## src/rtl/wdog_pkg.sv

```systemverilog
package wdog_pkg;

    localparam int DW = 32;
    localparam int AW = 12;

    localparam logic [AW-1:0] OFF_RELOAD = 12'h000;
    localparam logic [AW-1:0] OFF_COUNT  = 12'h004;
    localparam logic [AW-1:0] OFF_CTRL   = 12'h008;
    localparam logic [AW-1:0] OFF_ACK    = 12'h00C;
    localparam logic [AW-1:0] OFF_RAW    = 12'h010;
    localparam logic [AW-1:0] OFF_MSK    = 12'h014;
    localparam logic [AW-1:0] OFF_GUARD  = 12'hC00;

    localparam logic [DW-1:0] UNLOCK_KEY = 32'h1ACC_E551;

    // escalation stages of the watchdog
    typedef enum logic [1:0] {
        ST_QUIET  = 2'd0,
        ST_WARNED = 2'd1,
        ST_FIRED  = 2'd2
    } stage_e;

    typedef struct packed {
        logic rst_en;
        logic run_en;
    } ctrl_t;

endpackage

```

## src/rtl/wdog_regfile.sv

```systemverilog
module wdog_regfile
    import wdog_pkg::*;
#(
    parameter int DATA_W = DW,
    parameter int ADDR_W = AW
) (
    input  logic              clk,
    input  logic              rst_n,
    input  logic              psel,
    input  logic              penable,
    input  logic              pwrite,
    input  logic [ADDR_W-1:0] paddr,
    input  logic [DATA_W-1:0] pwdata,
    input  logic [DATA_W-1:0] cnt_val,
    input  logic              raw_st,
    input  logic              msk_st,
    output logic [DATA_W-1:0] prdata,
    output logic [DATA_W-1:0] load_q,
    output ctrl_t             ctrl_q,
    output logic              locked_q,
    output logic              reload_req,
    output logic [DATA_W-1:0] reload_val,
    output logic              clear_req
);

    localparam logic [DATA_W-1:0] ALL_ONES = {DATA_W{1'b1}};
    localparam logic [DATA_W-1:0] KEY      = DATA_W'(UNLOCK_KEY);

    logic wr_any;
    logic wr_ok;
    logic hit_reload;
    logic hit_ctrl;
    logic hit_ack;
    logic hit_guard;

    assign wr_any     = psel && penable && pwrite;
    assign wr_ok      = wr_any && !locked_q;
    assign hit_reload = (paddr == ADDR_W'(OFF_RELOAD));
    assign hit_ctrl   = (paddr == ADDR_W'(OFF_CTRL));
    assign hit_ack    = (paddr == ADDR_W'(OFF_ACK));
    assign hit_guard  = (paddr == ADDR_W'(OFF_GUARD));

    // guard register: key unlocks, anything else locks
    always_ff @(posedge clk or negedge rst_n) begin
        if (!rst_n) begin
            locked_q <= 1'b1;
        end else if (wr_any && hit_guard) begin
            locked_q <= (pwdata != KEY);
        end
    end

    // reload value and control bits, only while unlocked
    always_ff @(posedge clk or negedge rst_n) begin
        if (!rst_n) begin
            load_q <= ALL_ONES;
            ctrl_q <= '0;
        end else if (wr_ok) begin
            if (hit_reload) begin
                load_q <= pwdata;
            end
            if (hit_ctrl) begin
                ctrl_q.run_en <= pwdata[0];
                ctrl_q.rst_en <= pwdata[1];
            end
        end
    end

    // requests towards the counter core
    always_comb begin
        reload_req = 1'b0;
        reload_val = load_q;
        clear_req  = 1'b0;
        if (wr_ok) begin
            if (hit_reload) begin
                reload_req = 1'b1;
                reload_val = pwdata;
            end
            if (hit_ctrl && pwdata[0]) begin
                reload_req = 1'b1;
            end
            if (hit_ack) begin
                clear_req = 1'b1;
            end
        end
    end

    // read decode
    always_comb begin
        prdata = '0;
        unique case (paddr)
            ADDR_W'(OFF_RELOAD): prdata = load_q;
            ADDR_W'(OFF_COUNT):  prdata = cnt_val;
            ADDR_W'(OFF_CTRL):   prdata = DATA_W'({ctrl_q.rst_en, ctrl_q.run_en});
            ADDR_W'(OFF_RAW):    prdata = DATA_W'(raw_st);
            ADDR_W'(OFF_MSK):    prdata = DATA_W'(msk_st);
            ADDR_W'(OFF_GUARD):  prdata = DATA_W'(locked_q);
            default:             prdata = '0;
        endcase
    end

endmodule

```

## src/rtl/wdog_stage_core.sv

```systemverilog
module wdog_stage_core
    import wdog_pkg::*;
#(
    parameter int CNT_W = DW
) (
    input  logic             clk,
    input  logic             rst_n,
    input  logic             tick_en,
    input  logic             run_en,
    input  logic             rst_en,
    input  logic             reload_req,
    input  logic [CNT_W-1:0] reload_val,
    input  logic             clear_req,
    output logic [CNT_W-1:0] count_q,
    output logic             raw_pend,
    output logic             fire
);

    localparam logic [CNT_W-1:0] ALL_ONES = {CNT_W{1'b1}};

    stage_e state_q;
    stage_e state_d;
    logic   step;
    logic   at_zero;
    logic   expire;

    assign step    = tick_en && run_en;
    assign at_zero = (count_q == '0);
    // a register write on the same edge takes priority over the tick
    assign expire  = step && at_zero && !reload_req && !clear_req;

    // down-counter with reload
    always_ff @(posedge clk or negedge rst_n) begin
        if (!rst_n) begin
            count_q <= ALL_ONES;
        end else if (reload_req || clear_req) begin
            count_q <= reload_val;
        end else if (step) begin
            count_q <= at_zero ? reload_val : count_q - 1'b1;
        end
    end

    // stage register
    always_ff @(posedge clk or negedge rst_n) begin
        if (!rst_n) begin
            state_q <= ST_QUIET;
        end else begin
            state_q <= state_d;
        end
    end

    // stage transitions
    always_comb begin
        state_d = state_q;
        unique case (state_q)
            ST_QUIET: begin
                if (expire) begin
                    state_d = ST_WARNED;       // first_expiry
                end
            end
            ST_WARNED: begin
                if (clear_req) begin
                    state_d = ST_QUIET;        // serviced
                end else if (expire && rst_en) begin
                    state_d = ST_FIRED;        // escalate
                end else begin
                    state_d = ST_WARNED;       // rearm or wait
                end
            end
            ST_FIRED: begin
                state_d = ST_FIRED;            // latched
            end
            default: begin
                state_d = ST_QUIET;
            end
        endcase
    end

    // stage outputs
    always_comb begin
        raw_pend = 1'b0;
        fire     = 1'b0;
        unique case (state_q)
            ST_QUIET: begin
                raw_pend = 1'b0;
                fire     = 1'b0;
            end
            ST_WARNED: begin
                raw_pend = 1'b1;
                fire     = 1'b0;
            end
            ST_FIRED: begin
                raw_pend = 1'b1;
                fire     = 1'b1;
            end
            default: begin
                raw_pend = 1'b0;
                fire     = 1'b0;
            end
        endcase
    end

endmodule

```

## src/rtl/wdog_twostage.sv

```systemverilog
module wdog_twostage
    import wdog_pkg::*;
#(
    parameter int DATA_W = DW,
    parameter int ADDR_W = AW
) (
    input  logic              clk,
    input  logic              rst_n,
    input  logic              tick_en,
    input  logic              psel,
    input  logic              penable,
    input  logic              pwrite,
    input  logic [ADDR_W-1:0] paddr,
    input  logic [DATA_W-1:0] pwdata,
    output logic [DATA_W-1:0] prdata,
    output logic              irq,
    output logic              rst_req
);

    logic [DATA_W-1:0] load_q;
    logic [DATA_W-1:0] count_q;
    logic [DATA_W-1:0] reload_val;
    ctrl_t             ctrl_q;
    logic              locked_q;
    logic              reload_req;
    logic              clear_req;
    logic              raw_pend;
    logic              masked;
    logic              fire;

    assign masked  = raw_pend && ctrl_q.run_en;
    assign irq     = masked;
    assign rst_req = fire;

    wdog_regfile #(
        .DATA_W(DATA_W),
        .ADDR_W(ADDR_W)
    ) regs_i (
        .clk        (clk),
        .rst_n      (rst_n),
        .psel       (psel),
        .penable    (penable),
        .pwrite     (pwrite),
        .paddr      (paddr),
        .pwdata     (pwdata),
        .cnt_val    (count_q),
        .raw_st     (raw_pend),
        .msk_st     (masked),
        .prdata     (prdata),
        .load_q     (load_q),
        .ctrl_q     (ctrl_q),
        .locked_q   (locked_q),
        .reload_req (reload_req),
        .reload_val (reload_val),
        .clear_req  (clear_req)
    );

    wdog_stage_core #(
        .CNT_W(DATA_W)
    ) core_i (
        .clk        (clk),
        .rst_n      (rst_n),
        .tick_en    (tick_en),
        .run_en     (ctrl_q.run_en),
        .rst_en     (ctrl_q.rst_en),
        .reload_req (reload_req),
        .reload_val (reload_val),
        .clear_req  (clear_req),
        .count_q    (count_q),
        .raw_pend   (raw_pend),
        .fire       (fire)
    );

endmodule

```

## config.mk

```make
export PLATFORM = sky130hd
export DESIGN_NAME = wdog_twostage
export DESIGN_NICKNAME = d
export VERILOG_FILES = /design/src/rtl/wdog_pkg.sv /design/src/rtl/wdog_regfile.sv /design/src/rtl/wdog_stage_core.sv /design/src/rtl/wdog_twostage.sv
export SDC_FILE = /design/constraint.sdc
export NUM_CORES = 1
export LEC_CHECK = 0
export BUFFER_PORTS_ARGS = -buffer_cell sky130_fd_sc_hd__buf_2
export CELL_PAD_IN_SITES_DETAIL_PLACEMENT = 1
export CELL_PAD_IN_SITES_GLOBAL_PLACEMENT = 2
export CORE_AREA = 2 2 109 111
export DETAILED_ROUTE_END_ITERATION = 7
export DIE_AREA = 0 0 111 113
export PLACE_DENSITY_LB_ADDON = 0.1
export REMOVE_ABC_BUFFERS = 1
export SLEW_MARGIN = 5
export SYNTH_ARGS = -nofsm -noshare
export SYNTH_HDL_FRONTEND = slang
export SYNTH_HIERARCHICAL = 1
export SYNTH_SLANG_ARGS = --single-unit
```

## constraint.sdc

```tcl
create_clock -name clk -period 8.7 [get_ports clk]
set_input_delay 0.87 -clock clk [delete_from_list [all_inputs] [get_ports clk]]
set_output_delay 0.87 -clock clk [all_outputs]
set_load 0.02 [all_outputs]
```

==> run_results.csv <==
group,metric,value,unit
global_route,grt_first_pass_wirelength,21860,um
routing,wl,13160,um
final_layout,fin_cells,641,
sta,post-route-period-util,42.28,%
global_route,grt_pass1_vias,3963,
pwr,powerDensity,137.1,mW/mm^2
sta,setup_viol,0,
run_status,status,"finished clean",
final_layout,post-route-util,44.67,%
final_layout,final_common_cell,"buf_2",
die,die_h,113,um
die,start_util,37.67,%
setup_path,endpoint_kind,"output pin",
logic_synthesis,synth.avg_cell_area,10.18,um^2
final_layout,layout-drive-gt1-share,43.17,%
placed_design,dp.cells,625,
global_route,antenna_found_initial,0,
die,num_rows,39,
logic_synthesis,ys_ff_latch,69,
logic_synthesis,ys_seq_area_share,42.58,%
die,pin_count,84,
logic_synthesis,synth_cells,417,
setup_path,worst-path-max-fanout,30,
setup_path,critPathKind,"primary input to output pin",
cts,clk_pin_slew,60,ps
cts,cts_max_level,3,
final_layout,layout_common_cells,"buf_2 (83), dfstp_2 (65), mux2_2 (32)",
min_path,hp-start,"core_i/count_q[31]",
global_route,track_usage,21.90,%
run,cap_violations,0,
routing,postRouteAntennaNets,0,
final_layout,diodes,0,
die,die-area,0.01254,mm^2
cts,clkLatencyLatePin,330,ps
global_route,grt-ovfl-total,0,
sta,finalSetupTns,0,ps
logic_synthesis,syn-cell-area,0.004247,mm^2
logic_synthesis,ys_types,55,
logic_synthesis,ys_warn_count,6,
sta,skew,4.958,ps
routing,drt-vias-per-instance,5.916,
placed_design,place_hpwl,9207,um
routing,drt_iter0_drc,157,
cts,cts.sinks,69,
cts,ctsResizeCount,0,
die,die_width,111,um
setup_path,worstSetupStartpoint,"paddr[9]",
setup_path,ff2ff_setup_slack,5160,ps
min_path,worstHoldPathType,"flop to flop",
routing,vias,3792,
routing,dr.pass1.iters,4,
sta,rsz0062_at_grt,"false",
setup_path,critPathRequiredTime,7830,ps
sta,slew_violations,0,
placed_design,port_buffers,83,
final_layout,fillers,1324,
routing,drcViolationCount,0,
cts,cts_hold_buffers,0,
global_route,grt_max_degree,70,
sta,hold_viol,0,
cts,cts_setup_buffers,0,
die,coreArea,0.01127,mm^2
final_layout,nNetsFinal,549,
pwr,leakagePower,2.127,nW
setup_path,cp.arrival,2810,ps
final_layout,syn_to_final_growth,18.56,%
routing,wl_per_cell,20.53,um
logic_synthesis,synth_ff_type,"dfstp_2",
cts,clockBufferDepth,2,
logic_synthesis,async_reset_ff_share,100.0,%
logic_synthesis,synth_edf_count,0,
sta,max_slew_margin,23.93,%
setup_path,timing.rr.start,"core_i/count_q[8]",
setup_path,start_kind,"primary input",
sta,clock.fmax,0.2719,GHz
sta,tightest_slew,1137,ps
cts,numCtsBuffers,9,
cts,clock-root-buffer,"clkbuf_16",
placed_design,gp_congestion,0.8097,
pwr,ir_worst_vdd,0.08052,mV
cts,cts_tree,"yes",
sta,period_minus_slack,3678,ps
[layout make-up]
cell class              instances  area [um^2]  area share [%]
clock inverters                 4        23.77          0.4722
well taps                     143        178.9           3.554
multi-input cells             317         2291           45.50
flip-flops and latches         69         1808           35.91
clock buffers                  12        246.5           4.896
repair buffers                 89        460.4           9.145
inverters                       7        26.28          0.5219
[logic make-up (layout without fill, tap and decap cells)]
logic type	count (synthesis)	in the layout	synth area share, %
multiplexers	41	41	10.70
buffers and inverters	31	112	3.771
XOR/XNOR	2	2	0.4126
flip-flops	69	69	42.58
AND/OR/NAND/NOR	162	162	21.95
adder cells (fa/ha/maj)	6	6	1.768
AO/OA/AOI/OAI	106	106	18.83
[where the power goes]
part	internal, mW	total (mW)	switching [mW]
Sequential	0.324	0.324	0.000635
Combinational	0.0120	0.0298	0.0178
Clock	0.200	0.336	0.137
Total	0.535	0.690	0.155
[worst paths after layout]
kind / cells past startpoint / to
max: 6 / prdata[23]
min: 2 / core_i/count_q[31]
max reg2reg: 6 / core_i/count_q[10]
min reg2reg: 2 / core_i/count_q[31]
max in group asynchronous: 2 / core_i/state_q[1]
min in group asynchronous: 2 / regs_i/ctrl_q[1]
[critical path, cell delays in order]
cell,delay (ps)
buf_2,110
nor4_2,370
nand3_2,270
nor2_4,740
a22o_1,270
buf_2,160
[per-stage QoR]
step | area [um^2] | setup WS [ps] | hold slack [ps] | total power [mW]
2_1_floorplan | 4113 | 4267 | 489.0 | 0.3350
3_3_place_gp | 4765 | 5089 | 517.6 | 0.3586
3_5_place_dp | 4765 | 5028 | 519.9 | 0.3591
4_1_cts | 5035 | 5012 | 528.3 | 0.6992
5_1_grt | 5035 | 4832 | 547.2 | 0.7182
6_report | 5035 | 5022 | 528.3 | 0.6905
[registers in the layout, summed over array words and instances (netlist names)]
name	cells
core_i/state_q	2
regs_i/load_q	32
regs_i/ctrl_q	2
core_i/count_q	32
regs_i/locked_q	1
[cell usage after synthesis (7+ instances only)]
| master | number | area share (%) |
|---|---|---|
| o211ai_1 | 10 | 1.8 |
| nand2_1 | 31 | 2.7 |
| a21oi_1 | 12 | 1.4 |
| o21ai_0 | 16 | 1.9 |
| clkbuf_1 | 14 | 1.2 |
| a22o_1 | 31 | 6.4 |
| dfstp_2 | 65 | 40 |
| inv_1 | 7 | 0.62 |
| nor4_1 | 8 | 1.2 |
| nor2_1 | 32 | 2.8 |
| mux2_2 | 32 | 8.5 |
| nor3_1 | 18 | 2.1 |
| nand3_1 | 15 | 1.8 |
| or3_1 | 10 | 1.5 |
| nand4_1 | 7 | 1.0 |
[per-layer routing]
metal	part of all wire [%]	global-route usage (%)	vias up
met3	3.8	3.053	11
met1	48	30.43	1932
met4	1.2	7.167	0
met5	0	0	-
met2	47	35.54	79
li1	-	-	1770
Note: power is estimated with default switching activity, not from simulation.
